[src/rtl/drvctl_pkg.sv]
package drvctl_pkg;
  localparam int DATA_W = 8;
  localparam int ADDR_W = 8;

  localparam logic [ADDR_W-1:0] A_BIAS_HI = 8'h0C;
  localparam logic [ADDR_W-1:0] A_BIAS_INC = 8'h0D;
  localparam logic [ADDR_W-1:0] A_MODE = 8'h0E;
  localparam logic [ADDR_W-1:0] A_PW = 8'h0F;
  localparam logic [ADDR_W-1:0] A_DEEMPH = 8'h10;
  localparam logic [ADDR_W-1:0] A_EQ = 8'h11;

  localparam logic [DATA_W-1:0] UNLOCK_CODE = 8'h12;

  typedef struct packed {
    logic mode;
    logic inc;
    logic bias_hi;
    logic pw;
    logic deemph;
    logic eq;
  } wr_dec_t;
endpackage

[src/rtl/drvctl_unlock.sv]
module drvctl_unlock #(
  parameter int DATA_W = 8,
  parameter logic [DATA_W-1:0] CODE = 8'h12
) (
  input  logic              clk,
  input  logic              rst_n,
  input  logic              mode_we,
  input  logic              ord_we,
  input  logic [DATA_W-1:0] wdata,
  output logic [DATA_W-1:0] mode_q,
  output logic              ord_accept,
  output logic              err_q
);
  logic unlocked;

  assign unlocked   = (mode_q == CODE);
  assign ord_accept = ord_we && unlocked;

  always_ff @(posedge clk) begin
    if (!rst_n) begin
      mode_q <= '0;
      err_q  <= 1'b0;
    end else begin
      if (mode_we)
        mode_q <= wdata;
      else if (ord_accept)
        mode_q <= '0;
      if (ord_we && !unlocked)
        err_q <= 1'b1;
    end
  end

  p_relock_r3: assert property (@(posedge clk) disable iff (!rst_n)
    ord_accept |=> (mode_q == '0));
  p_err_sticky_r4: assert property (@(posedge clk) disable iff (!rst_n)
    err_q |=> err_q);
  p_reject_flags_r4: assert property (@(posedge clk) disable iff (!rst_n)
    (ord_we && !unlocked) |=> err_q);
  p_mode_hold_r5: assert property (@(posedge clk) disable iff (!rst_n)
    (!mode_we && !ord_we) |=> $stable(mode_q));
endmodule

[src/rtl/drvctl_bias.sv]
module drvctl_bias #(
  parameter int BIAS_W = 9,
  parameter int INC_W  = 5
) (
  input  logic              clk,
  input  logic              rst_n,
  input  logic              inc_we,
  input  logic [INC_W-1:0]  delta,
  input  logic              hi_we,
  input  logic [BIAS_W-2:0] hi_data,
  output logic [BIAS_W-1:0] bias_q,
  output logic [INC_W-1:0]  last_delta_q
);
  localparam int SUM_W = BIAS_W + 2;
  localparam logic [BIAS_W-1:0] BIAS_MAX = '1;

  logic signed [SUM_W-1:0] sum;
  logic [BIAS_W-1:0] sat;

  assign sum = $signed({2'b00, bias_q}) +
               $signed({{(SUM_W-INC_W){delta[INC_W-1]}}, delta});

  always_comb begin
    if (sum < 0)
      sat = '0;
    else if (sum > $signed({2'b00, BIAS_MAX}))
      sat = BIAS_MAX;
    else
      sat = sum[BIAS_W-1:0];
  end

  always_ff @(posedge clk) begin
    if (!rst_n) begin
      bias_q       <= '0;
      last_delta_q <= '0;
    end else if (inc_we) begin
      bias_q       <= sat;
      last_delta_q <= delta;
    end else if (hi_we) begin
      bias_q <= {hi_data, bias_q[0]};
    end
  end

  p_hold_r6: assert property (@(posedge clk) disable iff (!rst_n)
    (!inc_we && !hi_we) |=> $stable(bias_q));
  p_sat_top_r6: assert property (@(posedge clk) disable iff (!rst_n)
    (inc_we && !delta[INC_W-1] && bias_q == BIAS_MAX) |=> (bias_q == BIAS_MAX));
  p_sat_bot_r6: assert property (@(posedge clk) disable iff (!rst_n)
    (inc_we && delta[INC_W-1] && bias_q == '0) |=> (bias_q == '0));
  p_lsb_kept_r8: assert property (@(posedge clk) disable iff (!rst_n)
    (hi_we && !inc_we) |=> (bias_q[0] == $past(bias_q[0])));
endmodule

[src/rtl/drvctl_fields.sv]
module drvctl_fields #(
  parameter int DATA_W = 8,
  parameter int PW_W   = 4,
  parameter int DE_W   = 6,
  parameter int EQ_W   = 2,
  parameter int EQ_LSB = 1,
  parameter logic [DE_W-1:0] DE_RST = 6'b000001
) (
  input  logic              clk,
  input  logic              rst_n,
  input  logic              pw_we,
  input  logic              de_we,
  input  logic              eq_we,
  input  logic [DATA_W-1:0] wdata,
  output logic [PW_W-1:0]   pw_q,
  output logic [DE_W-1:0]   de_q,
  output logic [EQ_W-1:0]   eq_q
);
  always_ff @(posedge clk) begin
    if (!rst_n) begin
      pw_q <= '0;
      de_q <= DE_RST;
      eq_q <= '0;
    end else begin
      if (pw_we) pw_q <= wdata[PW_W-1:0];
      if (de_we) de_q <= wdata[DE_W-1:0];
      if (eq_we) eq_q <= wdata[EQ_LSB +: EQ_W];
    end
  end

  p_pw_hold_r3: assert property (@(posedge clk) disable iff (!rst_n)
    !pw_we |=> $stable(pw_q));
  p_de_hold_r3: assert property (@(posedge clk) disable iff (!rst_n)
    !de_we |=> $stable(de_q));
  p_eq_hold_r3: assert property (@(posedge clk) disable iff (!rst_n)
    !eq_we |=> $stable(eq_q));
endmodule

[src/rtl/drvctl_regfile.sv]
module drvctl_regfile
  import drvctl_pkg::*;
#(
  parameter int BIAS_W = 9,
  parameter int INC_W  = 5,
  parameter int PW_W   = 4,
  parameter int DE_W   = 6,
  parameter int EQ_W   = 2,
  parameter int EQ_LSB = 1
) (
  input  logic              clk,
  input  logic              rst_n,
  input  logic [ADDR_W-1:0] bus_addr,
  input  logic [DATA_W-1:0] bus_wdata,
  input  logic              bus_wr,
  input  logic              bus_rd,
  output logic [DATA_W-1:0] bus_rdata,
  output logic [PW_W-1:0]   pw_ctrl,
  output logic [DE_W-1:0]   deemph_ctrl,
  output logic [EQ_W-1:0]   eq_ctrl,
  output logic [BIAS_W-1:0] bias_ctrl,
  output logic              wr_err
);
  localparam int LSB_RD_POS = DATA_W - 1;

  wr_dec_t dec;
  logic ord_we, ord_accept;
  logic [DATA_W-1:0] mode_q, rd_next;
  logic [INC_W-1:0] last_delta;

  always_comb begin
    dec         = '0;
    dec.mode    = bus_wr && (bus_addr == A_MODE);
    dec.inc     = bus_wr && (bus_addr == A_BIAS_INC);
    dec.bias_hi = bus_wr && (bus_addr == A_BIAS_HI);
    dec.pw      = bus_wr && (bus_addr == A_PW);
    dec.deemph  = bus_wr && (bus_addr == A_DEEMPH);
    dec.eq      = bus_wr && (bus_addr == A_EQ);
  end

  assign ord_we = dec.bias_hi || dec.pw || dec.deemph || dec.eq;

  drvctl_unlock #(.DATA_W(DATA_W), .CODE(UNLOCK_CODE)) u_unlock (
    .clk(clk), .rst_n(rst_n), .mode_we(dec.mode), .ord_we(ord_we),
    .wdata(bus_wdata), .mode_q(mode_q), .ord_accept(ord_accept), .err_q(wr_err)
  );

  drvctl_bias #(.BIAS_W(BIAS_W), .INC_W(INC_W)) u_bias (
    .clk(clk), .rst_n(rst_n), .inc_we(dec.inc), .delta(bus_wdata[INC_W-1:0]),
    .hi_we(dec.bias_hi && ord_accept), .hi_data(bus_wdata[BIAS_W-2:0]),
    .bias_q(bias_ctrl), .last_delta_q(last_delta)
  );

  drvctl_fields #(.DATA_W(DATA_W), .PW_W(PW_W), .DE_W(DE_W), .EQ_W(EQ_W),
                  .EQ_LSB(EQ_LSB)) u_fields (
    .clk(clk), .rst_n(rst_n),
    .pw_we(dec.pw && ord_accept), .de_we(dec.deemph && ord_accept),
    .eq_we(dec.eq && ord_accept), .wdata(bus_wdata),
    .pw_q(pw_ctrl), .de_q(deemph_ctrl), .eq_q(eq_ctrl)
  );

  always_comb begin
    rd_next = '0;
    case (bus_addr)
      A_BIAS_HI:  rd_next = bias_ctrl[BIAS_W-1:1];
      A_BIAS_INC: begin
        rd_next[INC_W-1:0] = last_delta;
        rd_next[LSB_RD_POS] = bias_ctrl[0];
      end
      A_MODE:     rd_next = mode_q;
      A_PW:       rd_next[PW_W-1:0] = pw_ctrl;
      A_DEEMPH:   rd_next[DE_W-1:0] = deemph_ctrl;
      A_EQ:       rd_next[EQ_LSB +: EQ_W] = eq_ctrl;
      default:    rd_next = '0;
    endcase
  end

  always_ff @(posedge clk) begin
    if (!rst_n)
      bus_rdata <= '0;
    else if (bus_rd)
      bus_rdata <= rd_next;
  end

  p_rd_hold_r10: assert property (@(posedge clk) disable iff (!rst_n)
    !bus_rd |=> $stable(bus_rdata));
  p_inc_no_lock_r5: assert property (@(posedge clk) disable iff (!rst_n)
    (bus_wr && bus_addr == A_BIAS_INC) |=> $stable(mode_q));
  p_unmapped_r11: assert property (@(posedge clk) disable iff (!rst_n)
    (bus_wr && !ord_we && !dec.mode && !dec.inc) |=> ($stable(mode_q) && $stable(wr_err)));
endmodule

[config.mk]
export PLATFORM = sky130hd
export DESIGN_NAME = drvctl_regfile
export DESIGN_NICKNAME = d
export VERILOG_FILES = /design/src/rtl/drvctl_pkg.sv /design/src/rtl/drvctl_unlock.sv /design/src/rtl/drvctl_bias.sv /design/src/rtl/drvctl_fields.sv /design/src/rtl/drvctl_regfile.sv
export SDC_FILE = /design/constraint.sdc
export NUM_CORES = 1
export LEC_CHECK = 0
export BUFFER_PORTS_ARGS = -buffer_cell sky130_fd_sc_hd__clkbuf_2
export CAP_MARGIN = 20
export CORE_MARGIN = 2
export CORE_UTILIZATION = 25
export DETAILED_ROUTE_END_ITERATION = 10
export GPL_ROUTABILITY_DRIVEN = 0
export GPL_TIMING_DRIVEN = 1
export PLACE_DENSITY = 0.45
export SYNTH_ARGS = -nofsm -noshare
export SYNTH_HDL_FRONTEND = slang
export SYNTH_HIERARCHICAL = 1
export SYNTH_SLANG_ARGS = --single-unit
[constraint.sdc]
create_clock -name clk -period 4.77 [get_ports clk]
set_clock_uncertainty 0.05 [all_clocks]
set_input_delay 0.477 -clock clk [delete_from_list [all_inputs] [get_ports clk]]
set_output_delay 0.477 -clock clk [all_outputs]
set_load 0.005 [all_outputs]
# Yosys cells after proc, flatten, opt, wreduce, memory -nomap -nowiden
# Cells that the tools add are included.
# word_totals
out_inout_bits	30
mem_bits_rw	0
mem_bits_ro	0
register_bits	43
latchBits	0
wordCells	50
memories	0
# op_classes
div_mod_pow	0
addsub	1
n_mul	0
eq_ne	7
shifts	0
n_lt_le_gt_ge	2
n_bitwise	0
n_reduce_logical	18
mux	13
# op_table
op	n
$mux W9	4
$eq A8 B4 Y1 const B	4
$eq A8 B5 Y1 const B	3
$mux W8	2
$logic_and A1 B1 Y1	12
$pmux W2 S6	1
$add A10 B5 Y11	1
$gt A11 B10 Y1 const B	1
$lt A11 B1 Y1 const B	1
$pmux W1 S5	2
$pmux W1 S3	2
$pmux W1 S4	1
$reduce_bool A2 Y1	2
$logic_or A1 B1 Y1	3
$pmux W1 S2	1
$logic_not A1 Y1	1

# Depth between registers and ports, before layout
# Gate-level depths: netlist of the first run.
# depth
depth_word	9
ltp_mapped	13
mapped_depth_nobuf	12

# Cells and area by module
# Netlist of the first run, hierarchy kept.
# modules_own_cells
mod	instances	cells_each	area_each_um2
drvctl_bias	1	123	1104.8
drvctl_regfile	1	83	723.2
drvctl_fields	1	39	456.7
drvctl_unlock	1	38	371.6

# Worst setup path after synthesis of the first run
# Ideal clock, no wire load.
# synth_path
kind	input port to flip-flop
startpoint	in bus_addr[5]
endpoint	reg u_bias.bias_q[7]
path_buffers	0
arrival_ps	2606
path_stages	11
required_time_ps	4646
slack_ps	2040
path_cell_list	or3_4 > nor3_4 > o311a_2 > and2_1 > nand2_1 > nor4_1 > clkinvlp_4 > nand2_1 > o21ai_0 > a21o_1 > a31oi_1
# synth_via
elab_chain_len	8
elab_cells_between_ends	17
classes_between	eq/ne (5); mux (1); reduce/logical (11)
# synth_rtl
item	line_no	text
start, declared	drvctl_regfile.sv:13	input logic [ADDR_W-1:0] bus_addr,
$eq A8 B4 Y1 (on tied branches)	drvctl_regfile.sv:35, drvctl_regfile.sv:36	
$logic_and A1 B1 Y1 (on tied branches)	drvctl_regfile.sv:35, drvctl_regfile.sv:36	
$logic_or A1 B1 Y1 (2 in series)	drvctl_regfile.sv:41	assign ord_we = dec.bias_hi || dec.pw || dec.deemph || dec.eq;
$logic_or A1 B1 Y1 (*)	drvctl_regfile.sv:41	
via ord_we	drvctl_regfile.sv:27	logic ord_we, ord_accept;
$logic_and A1 B1 Y1 (*)	drvctl_unlock.sv:17	assign ord_accept = ord_we && unlocked;
via ord_accept	drvctl_regfile.sv:27	
$logic_and A1 B1 Y1 (*)	drvctl_regfile.sv:50	.hi_we(dec.bias_hi && ord_accept), .hi_data(bus_wdata[BIAS_W-2:0]),
$reduce_bool A2 Y1 (no source line) (*)	n/a	
end signal, assigned	drvctl_bias.sv:37	bias_q <= sat;
end signal, assigned	drvctl_bias.sv:40	bias_q <= {hi_data, bias_q[0]};
end, declared	drvctl_bias.sv:11	output logic [BIAS_W-1:0] bias_q,
# Mark *: on every way through the listed nets, which the timed path passes. The rest lies on a longest branch.
# A chain may end at the register's enable or synchronous reset.

# Worst setup path in the final report of the first run
# Ends and elaborated chain as after synthesis.

==> results.json, run 1 <==
{
  "dr_total_vias": 2328,
  "setup_violations": 0,
  "port_buffers": 49,
  "cp.required_ns": 4.95,
  "cap_violations": 0,
  "crit_path_end_kind": "register",
  "antenna_found_initial": 0,
  "powerDensity_nw_per_um2": 249,
  "die-height_um": 107,
  "tns_ns": 0,
  "clock_sinks": 43,
  "min_from": "bus_wdata[7]",
  "slowest_delay_ns": 0.36,
  "hold_path_class": "in2reg",
  "design.die.area_um2": 11500,
  "diodes": 0,
  "crit_end": "u_bias/bias_q[7]$_SDFFE_PN0P_",
  "final_cell_mix": "49 x clkbuf_2, 43 x dfxtp_1, 24 x mux2i_1",
  "min_period_over_period_pct": 59.5,
  "ys_types": 62,
  "grt_pass1_wl_mm": 12.0,
  "ctsResizeCount": 0,
  "reg2reg_from": "u_unlock/mode_q[4]$_SDFFE_PN0P_",
  "cts_root_buf": "clkbuf_8",
  "io_pins": 50,
  "cp.arrival_ns": 3.02,
  "grt-ovfl-total": 0,
  "synthCells": 283,
  "dpl.cell_count": 456,
  "clk_latency_ns": 0.30,
  "first_pass_iters": 4,
  "rsz0062_at_grt": "false",
  "rr_worst_depth": 10,
  "fp.dieW_um": 107,
  "report.final.slew_viol_count": 0,
  "seq_area_frac_synth_pct": 32.4,
  "status": "completed",
  "worstReg2RegEnd": "u_bias/bias_q[7]$_SDFFE_PN0P_",
  "ys_warn_count": 6,
  "avgViaCountPerCell": 5.02,
  "stdcell_count": 464,
  "post-cts-setup-buffers": 0,
  "grtUsageTotal_pct": 13.5,
  "worst-setup-path-type": "in2reg",
  "synth_edf_count": 0,
  "core_area_um2": 10300,
  "drt_wl_total_mm": 7.51,
  "p_leak_nw": 1.17,
  "crit_family": "simple AND/OR/NAND/NOR gates",
  "synthFlopType": "dfxtp_1",
  "fmax_mhz": 353,
  "crit_slowest_cell": "nor4_1",
  "grt_max_degree": 41,
  "syn_avg_cell_area_um2": 9.39,
  "path_buf_inv": 2,
  "drt-wirelength-per-cell_um": 16.2,
  "drt.antenna.violating_nets": 0,
  "synth_fp_nets": 314,
  "worstSetupStartpointType": "primary input",
  "final_common_cell": "clkbuf_2",
  "seq_area_um2": 861,
  "crit_chain": "clkbuf_2, nor3_4, and2_1, o311a_2, and2_1, nand2_1, nor4_1, clkinvlp_4, nand2_1, o21ai_0, a21o_1, a31oi_1",
  "place_hpwl_mm": 5.62,
  "multi_input_area_um2": 1690,
  "syn_area_um2": 2660,
  "drc": 0,
  "cts.path.max_buffers": 2,
  "min_path_cells": 3,
  "grt_pass1_vias": 2251,
  "relSlewSlack_pct": 41.9,
  "drt-initial-drc-count": 152,
  "critPathLaunch": "bus_addr[5]",
  "rrSetupSlack_ns": 2.14,
  "vdd_drop_max_mv": 0.121,
  "finalHoldViolCount": 0,
  "num-nets-final": 358,
  "async_flop_share_pct": 0,
  "rows": 37,
  "cts-buffers-inserted": 5,
  "path_depth": 12,
  "cts_tree": "built",
  "period_needed_ns": 2.84,
  "initial_utilization_pct": 25.7,
  "hold_buffers": 0,
  "ys_ff_latch": 43,
  "h-tree-depth": 2,
  "cp_max_fo": 9,
  "area_growth_syn_to_layout_pct": 17.6,
  "nFillCells": 1114,
  "worstMarginPinSlew_ns": 0.866,
  "drive_above_1_share_pct": 24.7,
  "path_clk_slew_ns": 0.08
}
[how the worst min path moves through the flow]
stage                                                endpoint  slack (ns)
after floorplan           u_bias/last_delta_q[4]$_SDFFE_PN0P_        0.39
after global routing          u_unlock/mode_q[7]$_SDFFE_PN0P_        0.40
final                         u_unlock/mode_q[7]$_SDFFE_PN0P_        0.42
after detailed placement          u_unlock/err_q$_SDFFE_PN0P_        0.41
after global placement              bus_rdata[6]$_SDFFE_PN0P_        0.41
after CTS                     u_unlock/mode_q[7]$_SDFFE_PN0P_        0.40
[worst register-to-register path, stage by stage (launching register included)]
cell        delay (ns)
dfxtp_1           0.41
nor4b_2           0.26
and4b_1           0.31
and2_1            0.16
nand2_1           0.08
nor4_1            0.36
clkinvlp_4        0.29
nand2_1           0.24
o21ai_0           0.11
a21o_1            0.19
a31oi_1           0.12
[state kept, by name (all words and copies together), names as in the netlist]
signal	flops
bus_rdata	8
u_bias/last_delta_q	5
u_bias/bias_q	9
u_fields/eq_q	2
u_fields/de_q	6
u_fields/pw_q	4
u_unlock/err_q	1
u_unlock/mode_q	8
[through the flow]
step                util [%]  power (mW)  worst slack (ns)  hold slack [ns]  area [um2]
global placement        28.9       0.442              1.70            0.408        2990
detailed placement      28.9       0.442              1.64            0.408        2990
floorplan                  -       0.412              2.04            0.393        2660
finish                  30.3       0.776              1.93            0.417        3120
global route            30.3       0.811              1.66            0.404        3120
CTS                     30.3       0.786              1.96            0.402        3120
[routing by layer]
layer / share of wire (%) / track usage (%) / vias up
met3: 4.9 / 2.80 / 13
li1: - / - / 1134
met1: 49 / 19.1 / 1107
met5: 0 / 0 / -
met4: 1.7 / 3.90 / 0
met2: 44 / 20.6 / 74
[report_power, final]
part / switching [mW] / internal, mW / leakage, nW
registers: 0.00199 / 0.362 / 0.347
clock network: 0.134 / 0.209 / 0.0644
logic: 0.0443 / 0.0251 / 0.760
[area by class of cell]
cell class,instances,share of cell area [%]
clock buffer,5,2.20
clock inverter,3,2.16
inverter,5,0.721
multi-input combinational,223,54.1
sequential,43,27.6
tap,136,5.45
timing repair buffer,49,7.85
[cell families (layout without fill, tap and decap cells)]
kind of cell,after synthesis,in the layout,synth area share (%)
simple gates,93,93,21.1
compound gates,81,81,21.2
flops,43,43,32.4
mux,30,30,12.9
buf+inv,17,62,4.00
fa+ha+maj,11,11,5.46
xor+xnor,8,8,2.92
[synthesized netlist by cell type, types with 2 or more instances]
cell type,number,share of area (%)
nor3_4,2,1.2
o211ai_1,10,2.8
nand2_1,18,2.5
xnor2_1,3,0.99
buf_6,2,0.85
a21boi_1,3,0.85
nand3_1,15,2.8
mux4_2,3,2.5
a21o_1,4,1.1
dfxtp_1,43,32
and2_4,2,0.66
ha_1,10,4.7
a211o_1,2,0.66
inv_1,3,0.42
o22ai_1,2,0.47
and4_1,3,0.99
and2_1,3,0.71
a31oi_1,7,1.6
mux2_2,2,0.85
xor2_1,4,1.3
buf_2,4,0.75
nor3b_1,2,0.57
nor2_1,11,1.6
a22o_1,3,0.99
buf_4,5,1.4
mux2i_1,24,9.0
nand2b_1,3,0.71
o21ai_0,22,4.1
nand3b_1,3,0.85
a21oi_1,15,2.8
nor2b_1,19,4.5
(Power assumes the default switching activity.)
==> run 2: changes to the inputs <==
--- a/config.mk
+++ b/config.mk
@@ -5,6 +5,7 @@
 export SDC_FILE = /design/constraint.sdc
 export NUM_CORES = 1
 export LEC_CHECK = 0
+export ABC_AREA = 1
 export BUFFER_PORTS_ARGS = -buffer_cell sky130_fd_sc_hd__clkbuf_2
 export CAP_MARGIN = 20
 export CORE_MARGIN = 2
@@ -12,7 +13,7 @@
 export DETAILED_ROUTE_END_ITERATION = 10
 export GPL_ROUTABILITY_DRIVEN = 0
 export GPL_TIMING_DRIVEN = 1
-export PLACE_DENSITY = 0.45
+export PLACE_DENSITY = 0.46
 export SYNTH_ARGS = -nofsm -noshare
 export SYNTH_HDL_FRONTEND = slang
 export SYNTH_HIERARCHICAL = 1
==> constraint.sdc (replaced) <==
create_clock -name clk -period 2.5 [get_ports clk]
set_clock_uncertainty 0.05 [all_clocks]
set_input_delay 0.25 -clock clk [delete_from_list [all_inputs] [get_ports clk]]
set_output_delay 0.25 -clock clk [all_outputs]
set_load 0.005 [all_outputs]
==> run 2 against run 1 <==
- register-to-register slack worse by 1.7 ns
- critical path depth is 5 lower
- core utilization is 0.29 points higher
- global-route usage is 1.2 points higher
- clock-buffer cell count stayed put
- final area is 6.5% higher
- non-clock buffer count is 12 higher
- first-iteration DRC count is 11% higher
- sequential power is 91% higher
- final cell count is 34% higher
- critical path type is now reg2reg
==> results.json, run 2 <==
{
  "status": "completed",
  "io_pins": 50,
  "synthFlopType": "dfxtp_1",
  "ys_types": 30,
  "report.final.slew_viol_count": 0,
  "synth_commonest_cells": "108 x nand2_1, 56 x nor2_1, 53 x nand3_1",
  "cp.required_ns": 2.71,
  "grt-ovfl-total": 0,
  "place_ws_ns": 0.174,
  "first_pass_iters": 4,
  "rr_worst_depth": 7,
  "seq_area_frac_synth_pct": 30.7,
  "drc": 0,
  "clk_latency_ns": 0.31,
  "post-cts-setup-buffers": 0,
  "worstSetupStartpointType": "register",
  "area_growth_syn_to_layout_pct": 18.8,
  "vdd_drop_max_mv": 0.186,
  "fp.dieW_um": 110,
  "stdcell_count": 624,
  "path_clk_slew_ns": 0.09,
  "finalHoldViolCount": 0,
  "min_path_cells": 3,
  "drive_above_1_share_pct": 22.7,
  "placed_area_um2": 3240,
  "min_period_over_period_pct": 83.2,
  "h-tree-depth": 2,
  "crit_slowest_cell": "fa_1",
  "crit_family": "adder cells",
  "synth-compound-area-share_pct": 13.9,
  "rsz0062_at_grt": "false",
  "setup_slack_ns": 0.420,
  "hold_path_class": "in2reg",
  "cts_tree": "built",
  "synthCells": 424,
  "synth_area_leaders": "dfxtp_1 31%, nand2_1 14%, nand3_1 9.5%",
  "worst-setup-path-type": "reg2reg",
  "top_regs": "u_bias/bias_q (9), bus_rdata (8), u_unlock/mode_q (8)",
  "rrSetupSlack_ns": 0.42,
  "drt-initial-drc-count": 169,
  "avgViaCountPerCell": 4.59,
  "synth_fp_nets": 455,
  "final_common_cell": "nand2_1",
  "dpl.cell_count": 616,
  "antenna_found_initial": 0,
  "design.die.area_um2": 12100,
  "top_register": "u_bias/bias_q",
  "crit_path_end_kind": "register",
  "syn_area_um2": 2800,
  "synth-xor-area-share_pct": 1.88,
  "diodes": 0,
  "clock_sinks": 43,
  "reg2reg_from": "u_bias/bias_q[0]$_SDFFE_PN0P_",
  "yosysTopAreaCellShare_pct": 30.7,
  "path_buf_inv": 0,
  "synthAdderAreaFrac_pct": 5.18,
  "fmax_mhz": 481,
  "grt_max_degree": 25,
  "cts.path.max_buffers": 2,
  "cp.arrival_ns": 2.29,
  "num-nets-final": 514,
  "powerDensity_nw_per_um2": 391,
  "synth_edf_count": 0,
  "cts_root_buf": "clkbuf_8",
  "synth_top_family_by_area": "simple AND/OR/NAND/NOR gates",
  "port_buffers": 49,
  "die-height_um": 110,
  "tns_ns": 0,
  "fin_area_um2": 3330,
  "utilization_pct": 30.6,
  "drt-wirelength-per-cell_um": 13.8,
  "synth_top_cell_by_area": "dfxtp_1",
  "drt.antenna.violating_nets": 0,
  "async_flop_share_pct": 0,
  "period_needed_ns": 2.08,
  "rows": 38,
  "synthMuxAreaShare_pct": 0,
  "place_hpwl_mm": 6.90,
  "synth.most_common_cell": "nand2_1",
  "grt_pass1_vias": 2658,
  "p_leak_nw": 1.55,
  "drt_wl_total_mm": 8.63,
  "syn_avg_cell_area_um2": 6.60,
  "slowest_delay_ns": 0.46,
  "crit_chain": "ha_1, fa_1, nand3_1, nand4_1, a21oi_4, nand2_1, a21oi_2",
  "final_cell_mix": "108 x nand2_1, 56 x nor2_1, 53 x nand3_1",
  "min_from": "bus_wdata[6]",
  "dr_total_vias": 2867,
  "whs_endpoint": "u_unlock/mode_q[6]$_SDFFE_PN0P_",
  "worstMarginPinSlew_ns": 0.494,
  "relSlewSlack_pct": 67.0,
  "core_area_um2": 10900,
  "cap_violations": 0,
  "hold_buffers": 0,
  "largest_reg_flops": 9,
  "setup_violations": 0,
  "ctsResizeCount": 0,
  "worstReg2RegEnd": "u_bias/bias_q[2]$_SDFFE_PN0P_",
  "grt_pass1_wl_mm": 13.6,
  "synth-simple-area-share_pct": 39.0,
  "ys_warn_count": 6,
  "cts-buffers-inserted": 5,
  "grtUsageTotal_pct": 14.7,
  "initial_utilization_pct": 25.7,
  "ys_ff_latch": 43,
  "cp_max_fo": 9
}
## run 2: metrics by stage
| step | power [mW] | hold WS [ns] |
|---|---|---|
| 6_report | 1.30 | 0.144 |
| 3_5_place_dp | 0.863 | 0.429 |
| 5_1_grt | 1.36 | 0.161 |
| 2_1_floorplan | 0.802 | 0.320 |
| 4_1_cts | 1.32 | 0.133 |
| 3_3_place_gp | 0.862 | 0.420 |
## run 2: logic make-up after synthesis
family | count (synthesis)
AO/OA/AOI/OAI | 63
XOR/XNOR | 6
adder cells (fa/ha/maj) | 11
buffers and inverters | 59
flip-flops | 43
AND/OR/NAND/NOR | 242
## run 2: worst max-delay path by stage
stage                                        startpoint                       endpoint  slack [ns]  cells past startpoint
after global routing      u_bias/bias_q[8]$_SDFFE_PN0P_  u_bias/bias_q[2]$_SDFFE_PN0P_        0.25                     13
after floorplan                             bus_addr[0]  u_fields/de_q[0]$_SDFFE_PN1P_        0.51                     13
after global placement                      bus_addr[3]  u_bias/bias_q[1]$_SDFFE_PN0P_        0.25                     14
after CTS                 u_bias/bias_q[0]$_SDFFE_PN0P_  u_bias/bias_q[2]$_SDFFE_PN0P_        0.42                      7
after detailed placement                    bus_addr[0]  u_bias/bias_q[1]$_SDFFE_PN0P_        0.17                     14
final                     u_bias/bias_q[0]$_SDFFE_PN0P_  u_bias/bias_q[2]$_SDFFE_PN0P_        0.42                      7
## run 2: report_power, final
group / internal (mW) / total (mW) / switching (mW)
logic: 0.0498 / 0.153 / 0.103
clock network: 0.195 / 0.456 / 0.261
registers: 0.690 / 0.694 / 0.00308
total: 0.935 / 1.30 / 0.367
## run 2: worst min-delay path: stages
cell	delay, ns
clkbuf_2	0.10
nand2_1	0.06
a21oi_1	0.06
## run 2: final cells by class
cell class              count  area [um2]
clock buffers               5        68.8
clock inverters             3        20.0
fillers                  1204        7560
inverters                  50         188
multi-input cells         322        1680
flip-flops and latches     43         861
well taps                 140         175
repair buffers             61         335
## run 2: routing by layer
metal | GRT usage (%) | up-vias | part of all wire (%)
li1 | - | 1473 | -
met1 | 20.8 | 1315 | 49
met2 | 23.2 | 69 | 45
met3 | 1.78 | 10 | 3.8
met4 | 4.34 | 0 | 1.7
met5 | 0 | - | 0
==> run 3: changes to the inputs <==
--- a/config.mk
+++ b/config.mk
@@ -5,7 +5,7 @@
 export SDC_FILE = /design/constraint.sdc
 export NUM_CORES = 1
 export LEC_CHECK = 0
-export ABC_AREA = 1
+export ABC_AREA = 0
 export BUFFER_PORTS_ARGS = -buffer_cell sky130_fd_sc_hd__clkbuf_2
 export CAP_MARGIN = 20
 export CORE_MARGIN = 2
@@ -13,7 +13,7 @@
 export DETAILED_ROUTE_END_ITERATION = 10
 export GPL_ROUTABILITY_DRIVEN = 0
 export GPL_TIMING_DRIVEN = 1
-export PLACE_DENSITY = 0.46
+export PLACE_DENSITY = 0.45
 export SYNTH_ARGS = -nofsm -noshare
 export SYNTH_HDL_FRONTEND = slang
 export SYNTH_HIERARCHICAL = 1
==> constraint.sdc (replaced) <==
create_clock -name clk -period 2 [get_ports clk]
set_clock_uncertainty 0.05 [all_clocks]
set_input_delay 0.2 -clock clk [delete_from_list [all_inputs] [get_ports clk]]
set_output_delay 0.2 -clock clk [all_outputs]
set_load 0.005 [all_outputs]
==> run 3 against run 2 <==
- the run now ends with setup timing left
- routed wire length rose by 0.16%
- combinational power rose by 48%
- sequential power rose by 25%
- fmax fell by 6.2%
- global-route usage rose by 1.0 points
- critical path depth rose by 1
- core utilization rose by 5.6 points
- final area rose by 12%
- setup slack got worse by 0.64 ns
- largest cell class unchanged
- critical endpoint is now u_bias/bias_q[7]$_SDFFE_PN0P_
==> results.json, run 3 (synthesized netlist as in run 1, its figures left out) <==
{
  "status": "finished, violations left",
  "violations": "setup timing",
  "fin_area_um2": 3730,
  "crit_slowest_cell": "fa_2",
  "slowest_delay_ns": 0.39,
  "cts-buffers-inserted": 5,
  "place_hpwl_mm": 6.88,
  "diodes": 0,
  "dr_total_vias": 2598,
  "io_pins": 50,
  "relSlewSlack_pct": 60.0,
  "antenna_found_initial": 0,
  "cap_violations": 0,
  "grt_max_degree": 29,
  "h-tree-depth": 2,
  "cts_tree": "built",
  "p_leak_nw": 1.56,
  "report.final.slew_viol_count": 0,
  "final_cell_mix": "68 x buf_4, 49 x clkbuf_2, 41 x dfxtp_1",
  "grtUsageTotal_pct": 15.7,
  "setup_violations": 9,
  "min_period_over_period_pct": 111,
  "die-height_um": 107,
  "dpl.cell_count": 526,
  "total_power_mw": 1.80,
  "drt-wirelength-per-cell_um": 16.2,
  "crit_family": "compound AO/OA/AOI/OAI gates",
  "crit_chain": "ha_4, fa_2, a211oi_4, o21ai_2, a41oi_2, mux2_4, a21o_1, a31oi_1",
  "cp_max_fo": 2,
  "cts.path.max_buffers": 2,
  "finalHoldViolCount": 0,
  "drt_wl_total_mm": 8.64,
  "vdd_drop_max_mv": 0.215,
  "hold_path_class": "in2reg",
  "grt_pass1_vias": 2623,
  "worstSetupStartpointType": "register",
  "period_needed_ns": 2.22,
  "top_register": "u_bias/bias_q",
  "grt-ovfl-total": 0,
  "cts_root_buf": "clkbuf_8",
  "clock_sinks": 43,
  "clk_latency_ns": 0.30,
  "stdcell_count": 535,
  "worst-setup-path-type": "reg2reg",
  "drc": 0,
  "rows": 37,
  "drive_above_1_share_pct": 40.9,
  "core_area_um2": 10300,
  "fp.dieW_um": 107,
  "place_ws_ns": -0.362,
  "top_regs": "u_bias/bias_q (9), bus_rdata (8), u_unlock/mode_q (8)",
  "largest_reg_flops": 9,
  "port_buffers": 49,
  "avgViaCountPerCell": 4.86,
  "initial_utilization_pct": 25.7,
  "hold_buffers": 0,
  "placed_area_um2": 3560,
  "design.die.area_um2": 11500,
  "fmax_mhz": 451,
  "area_growth_syn_to_layout_pct": 40.5,
  "drt.antenna.violating_nets": 0,
  "powerDensity_nw_per_um2": 483,
  "worstMarginPinSlew_ns": 0.600,
  "path_clk_slew_ns": 0.08,
  "cp.arrival_ns": 2.41,
  "final_common_cell": "buf_4",
  "num-nets-final": 429,
  "first_pass_iters": 4,
  "cp.required_ns": 2.19,
  "utilization_pct": 36.2,
  "path_buf_inv": 0,
  "drt-initial-drc-count": 120,
  "grt_pass1_wl_mm": 14.0,
  "crit_path_end_kind": "register",
  "rsz0062_at_grt": "true",
  "setup_slack_ns": -0.218
}
[run 3: cell count changes in the layout (fill, tap and decap cells not counted), sizes merged, moves of 5 or more]
cell	before	now
a21oi	33	15
a31oi	0	7
and2	0	5
buf	12	71
inv	49	4
mux2i	0	24
nand2	117	18
nand3	54	15
nor2	67	13
nor2b	0	19
o211ai	0	10
o21ai	29	23
[run 3: through the flow]
stage	hold slack, ns	setup TNS [ns]
2_1_floorplan	0.263	-1.19
3_3_place_gp	0.410	-5.60
3_5_place_dp	0.409	-5.55
4_1_cts	0.101	-1.87
5_1_grt	0.131	-2.89
6_report	0.117	-1.46
[run 3: repair_timing]
action / 4_1_cts / 5_1_grt
buffers inserted: 1 / 0
gates cloned: 0 / 0
endpoints found under the setup margin: 17 / 19
pin swaps: 9 / 3
gates resized for setup: 9 / 2
[run 3: worst reg2reg max path, stage by stage, from the launching register on]
cell and delay [ns]:
dfxtp_2 0.34, ha_4 0.16, fa_2 0.39, a211oi_4 0.26, o21ai_2 0.11, a41oi_2 0.24, mux2_4 0.34, a21o_1 0.15
a31oi_1 0.12
[run 3: routing by layer]
layer / part of all wire, % / routed length [um] / GRT usage (%) / vias up
met2: 44 / 3790 / 23.9 / 50
met1: 52 / 4500 / 23.1 / 1261
met5: 0 / 0 / 0 / -
li1: - / - / - / 1276
met4: 1.5 / 127 / 4.92 / 0
met3: 2.6 / 221 / 1.76 / 11
[run 3: area by class of cell]
cell class | instances | area [um2]
fillers | 1083 | 6590
multi-input cells | 223 | 1770
flip-flops and latches | 43 | 863
repair buffers | 120 | 798
well taps | 136 | 170
clock buffers | 5 | 68.8
clock inverters | 3 | 43.8
inverters | 5 | 22.5
[run 3: report_power, final]
part | internal (mW) | leakage [nW] | switching, mW
Combinational | 0.102 | 1.15 | 0.125
Clock | 0.373 | 0.0581 | 0.338
Sequential | 0.863 | 0.348 | 0.00390
[run 3: path summary, 6_finish.rpt]
check | startpoint | end | depth (start not counted) | slack [ns]
setup / recovery | u_bias/bias_q[0]$_SDFFE_PN0P_ | u_bias/bias_q[7]$_SDFFE_PN0P_ | 8 | -0.22
hold / removal | bus_wdata[6] | u_unlock/mode_q[6]$_SDFFE_PN0P_ | 3 | 0.12
setup reg to reg | u_bias/bias_q[0]$_SDFFE_PN0P_ | u_bias/bias_q[7]$_SDFFE_PN0P_ | 8 | -0.22
hold reg to reg | u_bias/last_delta_q[4]$_SDFFE_PN0P_ | u_bias/last_delta_q[4]$_SDFFE_PN0P_ | 2 | 0.42
